### src/rtl/vg_pkg.sv
package vg_pkg;

  typedef enum logic [2:0] {
    ST_IDLE, ST_LOOK, ST_MOVE, ST_RD, ST_WR, ST_ERASE
  } vg_state_e;

  typedef enum logic [1:0] {
    MD_MOVE = 2'd0, MD_DOT = 2'd1, MD_VEC = 2'd2, MD_ERASE = 2'd3
  } vg_mode_e;

  localparam logic [2:0] RA_X    = 3'd0;
  localparam logic [2:0] RA_Y    = 3'd1;
  localparam logic [2:0] RA_DIR  = 3'd2;
  localparam logic [2:0] RA_CNT  = 3'd3;
  localparam logic [2:0] RA_MODE = 3'd4;
  localparam logic [2:0] RA_PAT  = 3'd5;
  localparam logic [2:0] RA_PMUL = 3'd6;

  // Direction table word: bit5 feedback, bit4 write/decrement,
  // bit3 X down, bit2 Y down, bit1 X enable, bit0 Y enable.
  typedef struct packed {
    logic fb_next;
    logic wr;
    logic x_dn;
    logic y_dn;
    logic x_en;
    logic y_en;
  } dir_word_t;

  // Address: [7] tied low, [6] feedback, [5] Y lsb, [4] carry, [3:0] direction.
  function automatic dir_word_t dir_lookup(input logic [7:0] a);
    dir_word_t w;
    logic [2:0] d;
    logic ex, ey;
    d  = a[2:0];
    ex = (d != 3'd2) && (d != 3'd6);
    ey = (d != 3'd0) && (d != 3'd4);
    if (a[3]) begin
      if (a[6]) begin
        ex = 1'b0;
        ey = 1'b0;
      end else if (d[0] && !a[4]) begin
        ey = 1'b0;
      end
    end
    w.fb_next = 1'b0;
    w.wr      = ~a[7];
    w.x_dn    = (d == 3'd3) || (d == 3'd4) || (d == 3'd5);
    w.y_dn    = (d == 3'd1) || (d == 3'd2) || (d == 3'd3);
    w.x_en    = ex;
    w.y_en    = ey;
    if (a[7]) w = '0;
    return w;
  endfunction

  // Address: [9] pattern bit, [8:6] write op, [5:4] pixel select, [3:0] old nibble.
  function automatic logic [3:0] nib_logic(input logic [9:0] a);
    logic p, b, nb;
    logic [1:0] s;
    logic [3:0] r;
    p = a[9] ^ a[8];
    s = a[5:4];
    r = a[3:0];
    b = r[s];
    case (a[7:6])
      2'd0:    nb = p;
      2'd1:    nb = b | p;
      2'd2:    nb = b & ~p;
      default: nb = b ^ p;
    endcase
    r[s] = nb;
    return r;
  endfunction

endpackage

### src/rtl/vg_dir_table.sv
module vg_dir_table
  import vg_pkg::*;
(
  input  logic      clk,
  input  logic      rst,
  input  logic      active,
  input  logic      look,
  input  logic      adv,
  input  logic [3:0] dir,
  input  logic      carry,
  input  logic      y0,
  output dir_word_t word
);

  logic fb;

  always_ff @(posedge clk) begin
    if (rst) begin
      fb   <= 1'b1;
      word <= '0;
    end else begin
      if (!active)  fb <= 1'b1;
      else if (adv) fb <= word.fb_next;
      if (look) word <= dir_lookup({1'b0, fb, y0, carry, dir});
    end
  end

endmodule

### src/rtl/vg_xy_counters.sv
module vg_xy_counters
  import vg_pkg::*;
#(
  parameter int CNT_W = 12
) (
  input  logic             clk,
  input  logic             rst,
  input  logic             ld_x,
  input  logic             ld_y,
  input  logic [CNT_W-1:0] ld_val,
  input  logic             step,
  input  dir_word_t        word,
  output logic [CNT_W-1:0] x,
  output logic [CNT_W-1:0] y
);

  always_ff @(posedge clk) begin
    if (rst) begin
      x <= '0;
      y <= '0;
    end else begin
      if (ld_x)                    x <= ld_val;
      else if (step && word.x_en)  x <= word.x_dn ? x - 1'b1 : x + 1'b1;
      if (ld_y)                    y <= ld_val;
      else if (step && word.y_en)  y <= word.y_dn ? y - 1'b1 : y + 1'b1;
    end
  end

endmodule

### src/rtl/vg_pattern.sv
module vg_pattern #(
  parameter int PAT_W = 8
) (
  input  logic             clk,
  input  logic             rst,
  input  logic             start,
  input  logic             adv,
  input  logic [PAT_W-1:0] pat,
  input  logic [3:0]       pmul,
  output logic             pat_bit
);

  localparam int IW = (PAT_W > 1) ? $clog2(PAT_W) : 1;

  logic [IW-1:0] idx;
  logic [3:0]    mcnt;

  always_ff @(posedge clk) begin
    if (rst) begin
      idx  <= '0;
      mcnt <= '0;
    end else if (start) begin
      idx  <= '0;
      mcnt <= pmul;
    end else if (adv) begin
      if (mcnt == 4'hF) begin
        idx  <= (idx == IW'(PAT_W - 1)) ? '0 : idx + 1'b1;
        mcnt <= pmul;
      end else begin
        mcnt <= mcnt + 1'b1;
      end
    end
  end

  assign pat_bit = pat[idx];

endmodule

### src/rtl/vg_engine.sv
module vg_engine
  import vg_pkg::*;
#(
  parameter int CNT_W = 12,
  parameter int X_AB  = 9,
  parameter int Y_AB  = 10,
  parameter int DC_W  = 8,
  parameter int PAT_W = 8
) (
  input  logic                 clk,
  input  logic                 rst,
  input  logic                 reg_we,
  input  logic [2:0]           reg_addr,
  input  logic [CNT_W-1:0]     reg_wdata,
  input  logic                 go,
  input  logic                 err_carry,
  input  logic [3:0]           mem_rdata,
  output logic                 busy,
  output logic [CNT_W-1:0]     x_pos,
  output logic [CNT_W-1:0]     y_pos,
  output logic [X_AB+Y_AB-1:0] mem_addr,
  output logic                 mem_rd,
  output logic                 mem_we,
  output logic [3:0]           mem_wdata
);

  localparam int AW = X_AB + Y_AB;

  vg_state_e        st;
  logic [3:0]       dir_q;
  logic [DC_W-1:0]  cnt_q, dc;
  vg_mode_e         mode_q;
  logic [2:0]       wop_q;
  logic [PAT_W-1:0] pat_q;
  logic [3:0]       pmul_q;
  logic [AW-1:0]    er_addr;
  logic             do_wr, last;
  logic             host_wr, start, step_end, active, erasing, pat_bit;
  dir_word_t        word;

  assign host_wr  = reg_we && (st == ST_IDLE);
  assign start    = (st == ST_IDLE) && go && (mode_q != MD_ERASE) && (cnt_q != '0);
  assign step_end = ((st == ST_RD) && !do_wr) || (st == ST_WR);
  assign active   = (st != ST_IDLE) && (st != ST_ERASE);
  assign erasing  = (st == ST_ERASE);

  always_ff @(posedge clk) begin
    if (rst) begin
      dir_q  <= '0;
      cnt_q  <= '0;
      mode_q <= MD_MOVE;
      wop_q  <= '0;
      pat_q  <= '0;
      pmul_q <= '0;
    end else if (host_wr) begin
      case (reg_addr)
        RA_DIR:  dir_q  <= reg_wdata[3:0];
        RA_CNT:  cnt_q  <= reg_wdata[DC_W-1:0];
        RA_MODE: begin
          mode_q <= vg_mode_e'(reg_wdata[1:0]);
          wop_q  <= reg_wdata[4:2];
        end
        RA_PAT:  pat_q  <= reg_wdata[PAT_W-1:0];
        RA_PMUL: pmul_q <= reg_wdata[3:0];
        default: ;
      endcase
    end
  end

  always_ff @(posedge clk) begin
    if (rst) begin
      st      <= ST_IDLE;
      dc      <= '0;
      do_wr   <= 1'b0;
      last    <= 1'b0;
      er_addr <= '0;
    end else begin
      case (st)
        ST_IDLE: begin
          if (go && mode_q == MD_ERASE) begin
            st      <= ST_ERASE;
            er_addr <= '0;
          end else if (start) begin
            st <= ST_LOOK;
            dc <= cnt_q;
          end
        end
        ST_LOOK: st <= ST_MOVE;
        ST_MOVE: begin
          if (word.wr) dc <= dc - 1'b1;
          do_wr <= word.wr && ((mode_q == MD_VEC) ||
                               ((mode_q == MD_DOT) && (dc == DC_W'(1))));
          last  <= word.wr && (dc == DC_W'(1));
          st    <= ST_RD;
        end
        ST_RD: begin
          if (do_wr)     st <= ST_WR;
          else if (last) st <= ST_IDLE;
          else           st <= ST_LOOK;
        end
        ST_WR:   st <= last ? ST_IDLE : ST_LOOK;
        ST_ERASE: begin
          er_addr <= er_addr + 1'b1;
          if (&er_addr) st <= ST_IDLE;
        end
        default: st <= ST_IDLE;
      endcase
    end
  end

  vg_dir_table u_dir (
    .clk    (clk),
    .rst    (rst),
    .active (active),
    .look   (st == ST_LOOK),
    .adv    (st == ST_MOVE),
    .dir    (dir_q),
    .carry  (err_carry),
    .y0     (y_pos[0]),
    .word   (word)
  );

  vg_xy_counters #(.CNT_W(CNT_W)) u_xy (
    .clk    (clk),
    .rst    (rst),
    .ld_x   (host_wr && reg_addr == RA_X),
    .ld_y   (host_wr && reg_addr == RA_Y),
    .ld_val (reg_wdata),
    .step   (st == ST_MOVE),
    .word   (word),
    .x      (x_pos),
    .y      (y_pos)
  );

  vg_pattern #(.PAT_W(PAT_W)) u_pat (
    .clk     (clk),
    .rst     (rst),
    .start   (start),
    .adv     (step_end),
    .pat     (pat_q),
    .pmul    (pmul_q),
    .pat_bit (pat_bit)
  );

  assign busy      = (st != ST_IDLE);
  assign mem_addr  = erasing ? er_addr : {y_pos[Y_AB-1:0], x_pos[X_AB-1:0]};
  assign mem_rd    = (st == ST_RD);
  assign mem_we    = (st == ST_WR) || erasing;
  assign mem_wdata = erasing ? 4'h0 : nib_logic({pat_bit, wop_q, x_pos[1:0], mem_rdata});

endmodule

### config.mk
export PLATFORM = sky130hd
export DESIGN_NAME = vg_engine
export DESIGN_NICKNAME = d
export VERILOG_FILES = /design/src/rtl/vg_pkg.sv /design/src/rtl/vg_dir_table.sv /design/src/rtl/vg_xy_counters.sv /design/src/rtl/vg_pattern.sv /design/src/rtl/vg_engine.sv
export SDC_FILE = /design/constraint.sdc
export NUM_CORES = 1
export LEC_CHECK = 0
export ABC_AREA = 1
export BUFFER_PORTS_ARGS = -buffer_cell sky130_fd_sc_hd__buf_2
export CORE_UTILIZATION = 59
export DETAILED_ROUTE_END_ITERATION = 8
export GPL_TIMING_DRIVEN = 0
export PLACE_DENSITY = 0.9
export SYNTH_ARGS = -nofsm -noshare
export SYNTH_HDL_FRONTEND = slang
export SYNTH_SLANG_ARGS = --single-unit
### constraint.sdc
create_clock -name clk -period 2.15 [get_ports clk]
set_input_delay 0.43 -clock clk [delete_from_list [all_inputs] [get_ports clk]]
set_output_delay 0.43 -clock clk [all_outputs]
set_load 0.01 [all_outputs]
# Yosys cells after proc, flatten, opt, wreduce, memory -nomap -nowiden
# Cells that the tools add are included.
# op_classes
addsub	8
magnitude_cmp	3
mux	37
shifts	0
n_bitwise	6
n_div	0
n_reduce_logical	50
multipliers	0
n_eq_ne	35
# op_table
operator	n
two-way mux 12 bit	6
two-way mux 19 bit	2
case mux 19 bit (2 select lines)	1
adder 12 x 1 -> 12 bit (second input constant)	2
equality test 3 bit (second input constant)	8
two-way mux 8 bit	3
subtractor 12 x 1 -> 12 bit (second input constant)	2
adder 19 x 1 -> 19 bit (second input constant)	1
AND reduction 19 bit	1
equality test 3 x 2 -> 1 bit (second input constant)	6
logical AND 1 bit	18
case mux 3 bit (6 select lines)	1
two-way mux 4 bit	4
case mux 8 bit (2 select lines)	1
AND reduction 2 bit	8
two-way mux 3 bit	5
nonzero test 2 bit	5
equality test 3 x 1 -> 1 bit (second input constant)	3
two-way mux 1 bit	9
inequality test 3 bit (second input constant)	3
equality test 8 x 1 -> 1 bit (second input constant)	1
inequality test 2 bit (second input constant)	4
nonzero test 8 bit	1
subtractor 8 x 1 -> 8 bit (second input constant)	1
26 further kinds	43
# word_totals
mem_bits_ro	0
inputBits	24
mem_bits_rw	0
mem_count	0
latchBits	0
output_inout_bits	50
elab_cells	160
reg_bits	98

# Longest topological paths before layout
# Gate-level depths: netlist of the first run.
# depth
ltp_word	8
ltp_mapped	14
depth_no_buf	14

# Cells and area by module
# A second synthesis of the first run with hierarchy kept.
# unflattened
hier_cells	1056
area_unflattened_um2	6541.3
# modules_own_cells
module	cells_per_inst	seq_area_each_um2	n_inst	area_each_um2
vg_engine	554	1221.2	1	3478.3
vg_xy_counters	387	480.5	1	2308.5
vg_pattern	77	140.1	1	481.7
vg_dir_table	38	120.1	1	272.8

# Least setup slack after synthesis of the first run
# No wires, ideal clock.
# synth_path
path_type	register -> output
from	reg u_xy.x[1]
to	out mem_wdata[0]
arrival_time_ns	1.665
setup_slack_ns	0.055
path_stages_with_launch	10
required_time_ns	1.720
n_path_buf	0
path_cell_list	dfxtp_1 > inv_1 > nor2_1 > inv_1 > o221ai_1 > inv_1 > ha_1 > nand3_1 > nand2_1 > a21oi_1
# synth_via
elab_chain_cells	6
word_cells_on_any_way	13
cone_classes	order compare (2); mux (7); bitwise (3); reduce/logical (1)
# synth_lines
item	line	rtl
start, declared	vg_xy_counters.sv:13	output logic [CNT_W-1:0] x,
start signal, assigned	vg_xy_counters.sv:22	if (ld_x) x <= ld_val;
start signal, assigned	vg_xy_counters.sv:23	else if (step && word.x_en) x <= word.x_dn ? x - 1'b1 : x + 1'b1;
less-than comparator 2 x 3 -> 1 bit (not written as such) (tied with other cells)	vg_pkg.sv:71	r[s] = nb;
logical AND 1 bit (not written as such) / two-way mux 1 bit (equally long branches)	vg_pkg.sv:71, vg_pkg.sv:64	
two-way mux 1 bit (not written as such) (tied with other cells)	vg_pkg.sv:71	
demux 1 bit (select 2 bit) / case mux 1 bit (3 select lines) (equally long branches)	vg_pkg.sv:71, vg_pkg.sv:65	
bitwise mux 4 bit (*)	vg_pkg.sv:71	
two-way mux 4 bit (*)	vg_engine.sv:149	assign mem_wdata = erasing ? 4'h0 : nib_logic({pat_bit, wop_q, x_pos[1:0], mem_rdata});
end, declared	vg_engine.sv:24	output logic [3:0] mem_wdata
# Every way passes the cells marked *; elsewhere a longest branch is shown, timed or not. The select of a mux whose other input is x is not followed.

# Worst setup path in the final report of the first run
# layout_path
from	reg u_pat.idx[0]
to	out mem_wdata[1]
# layout_via
elab_chain_cells	8
word_cells_on_any_way	10
cone_classes	mux (5); bitwise (5)
# layout_lines
item	line	rtl
start, declared	vg_pattern.sv:15	logic [IW-1:0] idx;
start signal, assigned	vg_pattern.sv:27	idx <= (idx == IW'(PAT_W - 1)) ? '0 : idx + 1'b1;
binary-select mux 1 bit (select 3 bit) (*)	vg_pattern.sv:35	assign pat_bit = pat[idx];
two-way mux 1 bit (not written as such) (*)	vg_pattern.sv:35	
bitwise XOR 1 bit (*)	vg_pkg.sv:61	p = a[9] ^ a[8];
inverter 1 bit	vg_pkg.sv:68	2'd2: nb = b & ~p;
AND 1 bit	vg_pkg.sv:68	
case mux 1 bit (3 select lines) (*)	vg_pkg.sv:65	case (a[7:6])
bitwise mux 4 bit (*)	vg_pkg.sv:71	
two-way mux 4 bit (*)	vg_engine.sv:149	
# Marks and branches as above.

==> results.ini, run 1 <==
[worst_setup_path]
r2r_cells = 10
rr_startpoint = u_dir.word[2]$_SDFFE_PP0N_
start_kind = flop
reg2reg_slack_ns = 0.14
r2r_end = u_xy.y[8]$_SDFFE_PP0P_
crit_path_end_kind = primary output
cp.arrival_ns = 2.10
cp.required_ns = 1.72
cp_max_fo = 8
path_class = reg2out

[routing]
drtIter0Drc = 675
avgRoutedWirePerCell_um = 15.8
vias = 6917
postRouteAntennaNets = 0
drc = 0
wl_mm = 18.9
first_pass_iters = 5
viasPerCell = 5.79

[cts]
clk-insertion-delay-late_ns = 0.39
path_clk_slew_ns = 0.10
cts.path.max_buffers = 2
cts_tree = built
htreeDepth = 3
cts_sinks = 98
cts-buffers-inserted = 9
cts_root_buf = clkbuf_8

[synth]
synth_xor_area_share_pct = 2.89
synth_area_um2 = 6360
synth-compound-area-share_pct = 20.6
syn-num-nets = 1010
synth_cell_types = 48
synth-simple-area-share_pct = 28.3
syn_avg_cell_area_um2 = 6.65
synth_adder_area_share_pct = 6.14
yosysSeqAreaShare_pct = 30.9
synth-seq-cells = 98
synthMuxAreaShare_pct = 0.315
synth_top_family_by_area = simple AND/OR/NAND/NOR gates
netlist_instances = 956
async_reset_ff_share_pct = 0
ys_warn_count = 0
synth-edff-count = 0
synthFlopType = dfxtp_1

[sta]
final.setup.tns_ns = -1.47
fin_ws_ns = -0.384
setup_viol = 4
tightest_slew_ns = 0.681
relSlewSlack_pct = 54.6
clock_skew_ns = 0.0200
drv_slew = 0
fin_crit_sh_pct = 118
rsz0062_at_grt = true
hold_viol_final = 0
max_clock_freq_mhz = 395
fin_crit_ns = 2.53

[floorplan]
die_area_um2 = 11200
die_x_um = 106
die_h_um = 106
rows = 37
core_um2 = 10400
io_pins = 74
start_util_pct = 61.3

[worst_hold_path]
whs_endpoint = pat_q[6]$_SDFFE_PP0P_
hp-start = reg_wdata[6]
hp-class = in2reg
holdPathStages = 3

[layout]
drive_gt1_share_pct = 20.5
n_antenna_cell = 0
multiInputGateArea_um2 = 3850
layout_commonest_cell = nand2_1
fillerInstances = 840
layout.area.seq_um2 = 1980
final_cell_mix = 209 x nand2_1, 123 x inv_1, 89 x dfxtp_1
utilization_pct = 72.0
syn2layout_area_growth_pct = 17.4
finalNetCount = 1108

[global_routing]
grtUsageTotal_pct = 33.2
grt_pass1_wl_mm = 29.4
antenna_found_initial = 0
grt_max_degree = 17
grt_pass1_vias = 6299
overflow = 0

[placed_design]
gp_congestion = 0.950
dpl.hpwl_mm = 13.1
portBuffers = 72
dp_slack_ns = -0.178

[job]
maxCapViolations = 0

[outcome]
status = finished with violations
violations = setup timing

[pwr]
leakagePower_nw = 3.50
power_density_nw_per_um2 = 727
finalPower_w = 0.00543
ir_drop_mv = 0.481

where the power goes:
part / leakage [nW] / switching, W / internal (W)
Sequential: 0.799 / 0.000209 / 0.00201
Clock: 0.104 / 0.000697 / 0.000577
Combinational: 2.60 / 0.00122 / 0.000718
Total: 3.50 / 0.00213 / 0.00330
kinds of logic after synthesis:
family | Yosys count
compound gates | 234
mux | 2
xor+xnor | 21
fa+ha+maj | 30
simple gates | 396
buf+inv | 175
flops | 98
critical path: stages (launching register included):
cell and delay, ns:
dfxtp_4 0.39, inv_4 0.09, nand2_2 0.06, nand3_2 0.07, nand3_2 0.09, nand2_2 0.10
nand2_4 0.06, nand2_4 0.08, ha_4 0.12, nand2_2 0.05, inv_2 0.05, o22ai_2 0.05
nand2_1 0.11, nand2_4 0.08, a21oi_2 0.15, buf_2 0.15
sequential cells by signal (all words and copies together), names as in the netlist:
signal      cells
do_wr           1
wop_q           3
cnt_q           8
mode_q          2
dir_q           4
u_xy.x         12
er_addr        19
pmul_q          4
last            1
pat_q           8
u_pat.mcnt      4
u_dir.word      5
u_xy.y         12
u_dir.fb        1
st              3
dc              8
u_pat.idx       3
stage by stage:
stage / instance area (µm²) / std cells / hold slack, ns
2_1_floorplan: 6360 / 956 / 0.429
3_3_place_gp: 6890 / 1164 / 0.443
3_5_place_dp: 6890 / 1164 / 0.451
4_1_cts: 7290 / 1191 / 0.322
5_1_grt: 7470 / 1195 / 0.359
6_report: 7470 / 1195 / 0.336
cell usage after synthesis (4+ instances only):
cell type,n,share of area [%]
nor2_1,69,4.1
nor2_2,4,0.39
nor2_8,5,1.6
o21ai_0,75,5.9
a211oi_1,4,0.47
nand2_4,5,0.89
dfxtp_1,98,31
a31oi_1,9,0.89
buf_2,5,0.39
clkbuf_1,14,0.83
nand2_2,4,0.39
xnor2_1,10,1.4
xor2_1,11,1.5
a21oi_1,90,7.1
o211ai_1,5,0.59
nor3_1,4,0.31
o21bai_1,4,0.47
buf_4,4,0.47
ha_1,28,5.5
nand2_1,221,13
inv_2,16,0.94
nand4_1,12,1.2
o22ai_1,7,0.69
inv_1,129,7.6
o21ai_1,19,1.5
nand3_1,57,4.5
o221ai_1,6,0.83
inv_4,4,0.39
how the worst max path moves through the flow:
stage / start / to / depth (start not counted)
finish: u_pat.idx[0]$_SDFFE_PP0P_ / mem_wdata[1] / 15
global route: u_pat.idx[0]$_SDFFE_PP0P_ / mem_wdata[2] / 15
CTS: u_pat.idx[0]$_SDFFE_PP0P_ / mem_wdata[3] / 15
detailed placement: u_xy.x[1]$_SDFFE_PP0P_ / mem_wdata[2] / 13
global placement: u_xy.x[1]$_SDFFE_PP0P_ / mem_wdata[2] / 13
floorplan: u_xy.x[1]$_SDFFE_PP0P_ / mem_wdata[0] / 9
what timing repair did:
action | CTS | global route
cloned | 0 | 1
resized for setup | 49 | 44
pin swaps | 6 | 13
endpoints found under the hold margin | 0 | 0
hold buffers | 0 | 0
setup endpoints to repair | 25 | 30
setup buffers | 11 | 3
layer usage:
| layer | global-route usage, % | up-vias | share of wire [%] |
|---|---|---|---|
| li1 | - | 3339 | - |
| met1 | 41.0 | 3166 | 40 |
| met2 | 55.1 | 340 | 47 |
| met3 | 6.93 | 72 | 8.7 |
| met4 | 15.8 | 0 | 4.1 |
| met5 | 0 | - | 0 |
area by class of cell:
class | instances | area share, %
buffer | 24 | 2.31
clock buffer | 11 | 1.89
clock inverter | 5 | 0.821
inverter | 151 | 8.03
multi-input combinational | 683 | 51.6
sequential | 98 | 26.5
tap | 136 | 2.28
timing repair buffer | 87 | 6.57
No activity file was read; power rests on OpenSTA's default activity.
==> run 2: changes to the inputs <==
- CORE_UTILIZATION: 59 -> 60
- PLACE_DENSITY: 0.9 -> 0.91
- SYNTH_HIERARCHICAL: not set -> 1
- clock period: 2.15 -> 2.5 ns (I/O delays scaled with it)
==> run 2 against run 1 <==
Effect of this change: the run still ends with setup timing left; non-clock buffer count decreased by 16; global-route usage is 1.5 points lower; first-iteration DRC count is 14% lower; synthesized cell count up 10%; combinational power decreased by 30%.
==> results.ini, run 2 <==
[outcome]
status = finished with violations
violations = setup timing

[floorplan]
die_area_um2 = 11300
rows = 37
die_h_um = 106
start_util_pct = 62.7
die_x_um = 106
io_pins = 74
core_um2 = 10400

[worst_setup_path]
path_class = reg2out
cp.arrival_ns = 2.43
crit_path_end_kind = primary output
start_kind = flop
critical-path-max-stage-delay_ns = 0.37
crit_path_cell_trace = nor2_1, nor2_1, o21ai_1, nand2_1, nand2_1, nand2_2, xor2_2, inv_1, ha_1, inv_1, nand2_1, o211ai_1, nand2_1, o21bai_1, inv_1, buf_6
cp_max_fo = 6
cp_slowest_cell = dfxtp_4
crit_top_cell = nand2_1
cp.required_ns = 2.00

[synth]
syn-num-nets = 1108
syn_avg_cell_area_um2 = 6.20
netlist_instances = 1054
ys_warn_count = 6
synth_area_um2 = 6530

[sta]
fin_crit_sh_pct = 117
drv_slew = 0
setup_viol = 4
fin_crit_ns = 2.93
tightest_slew_ns = 0.655
max_clock_freq_mhz = 341
relSlewSlack_pct = 55.8
holdWs_ns = 0.456
hold_viol_final = 0
fin_ws_ns = -0.431
clock_skew_ns = 0.00659
rsz0062_at_grt = true

[cts]
clk-insertion-delay-late_ns = 0.37
cts_root_buf = clkbuf_8
cts.path.max_buffers = 2
cts_sinks = 98
cts-buffers-inserted = 9
path_clk_slew_ns = 0.09
cts_tree = built
htreeDepth = 3

[routing]
avgRoutedWirePerCell_um = 13.6
vias = 7018
drtIter0Drc = 579
postRouteAntennaNets = 0
first_pass_iters = 6
wl_mm = 17.5
drc = 0
viasPerCell = 5.48

[global_routing]
antenna_found_initial = 0
overflow = 0
grt_pass1_wl_mm = 28.7
grt_pass1_vias = 6247
grtUsageTotal_pct = 31.8
grt_max_degree = 20

[layout]
fillerInstances = 900
syn2layout_area_growth_pct = 12.1
top_register = er_addr
reg_top3 = er_addr x19, u_xy/x x12, u_xy/y x12
n_antenna_cell = 0
layout_commonest_cell = nand2_1
drive_gt1_share_pct = 14.1
finalNetCount = 1194
final_cell_mix = 283 x nand2_1, 154 x inv_1, 139 x nor2_1
largest_reg_flops = 19

[placed_design]
gp_congestion = 0.949
portBuffers = 73
dpl.hpwl_mm = 13.2

[pwr]
ir_drop_mv = 0.361
finalPower_w = 0.00423
leakagePower_nw = 3.54
power_density_nw_per_um2 = 578

[job]
maxCapViolations = 0

[worst_hold_path]
hp-class = in2reg

==> run 2: cell count changes in the layout (fill, tap and decap cells not counted), moves of 16 or more <==
cell / previous run / this run
inv_1: 123 / 154
nor2_1: 66 / 139
buf_4: 18 / 2
a21oi_1: 87 / 56
nand2_1: 209 / 283
==> run 2: final cells by class <==
cell class / count / area [µm²] / area share, %
tap: 136 / 170 / 2.32
clock buffer: 14 / 163 / 2.22
clock inverter: 2 / 35.0 / 0.479
timing repair buffer: 75 / 393 / 5.37
buffer: 20 / 111 / 1.52
sequential: 98 / 1970 / 27.0
inverter: 174 / 659 / 9.01
multi-input combinational: 762 / 3810 / 52.1
==> run 2: worst paths after layout <==
path	from	to	slack, ns	depth (start not counted)
worst max-delay path	u_pat/idx[0]$_SDFFE_PP0P_	mem_wdata[3]	-0.43	16
worst min-delay path	reg_wdata[5]	pat_q[5]$_SDFFE_PP0P_	0.46	3
worst min register to register	u_dir/word[1]$_SDFFE_PP0P_	u_dir/word[1]$_SDFFE_PP0P_	0.48	2
worst max register to register	st[0]$_SDFFE_PP0P_	u_xy/x[5]$_SDFFE_PP0P_	0.22	15
==> run 2: timing repair <==
item | in CTS | in global routing
endpoints found under the setup margin | 4 | 11
hold buffers | 0 | 0
gates resized for setup | 14 | 6
buffers inserted | 1 | 1
pin swaps | 5 | 2
==> run 2: critical path: cells and delay by family, from the launching register on <==
family | cells | cell delay, ns
AO/OA/AOI/OAI | 3 | 0.37
XOR/XNOR | 1 | 0.17
adder cells (fa/ha/maj) | 1 | 0.26
buffers and inverters | 4 | 0.33
flip-flops | 1 | 0.37
AND/OR/NAND/NOR | 7 | 0.56
==> run 2: report_power, final <==
group / internal, W / switching (W)
combinational: 0.000476 / 0.000874
sequential: 0.00168 / 0.000139
clock: 0.000518 / 0.000541
==> run 2: metrics by stage <==
step | setup TNS (ns) | util, % | cell area (µm²) | setup WS (ns) | cells
floorplan | 0 | - | 6530 | 0.195 | 1054
global placement | -0.668 | 67.8 | 7070 | -0.213 | 1263
detailed placement | -0.810 | 67.8 | 7070 | -0.243 | 1263
CTS | -1.52 | 70.0 | 7290 | -0.424 | 1280
global route | -2.29 | 70.3 | 7320 | -0.621 | 1281
finish | -1.57 | 70.3 | 7320 | -0.431 | 1281
==> run 2: routing by layer <==
| metal | share of wire (%) | GRT usage [%] | vias to the layer above |
|---|---|---|---|
| met5 | 0 | 0 | - |
| met4 | 2.9 | 15.9 | 0 |
| met3 | 7.2 | 4.35 | 52 |
| met2 | 47 | 53.5 | 312 |
| met1 | 43 | 39.6 | 3151 |
| li1 | - | - | 3503 |
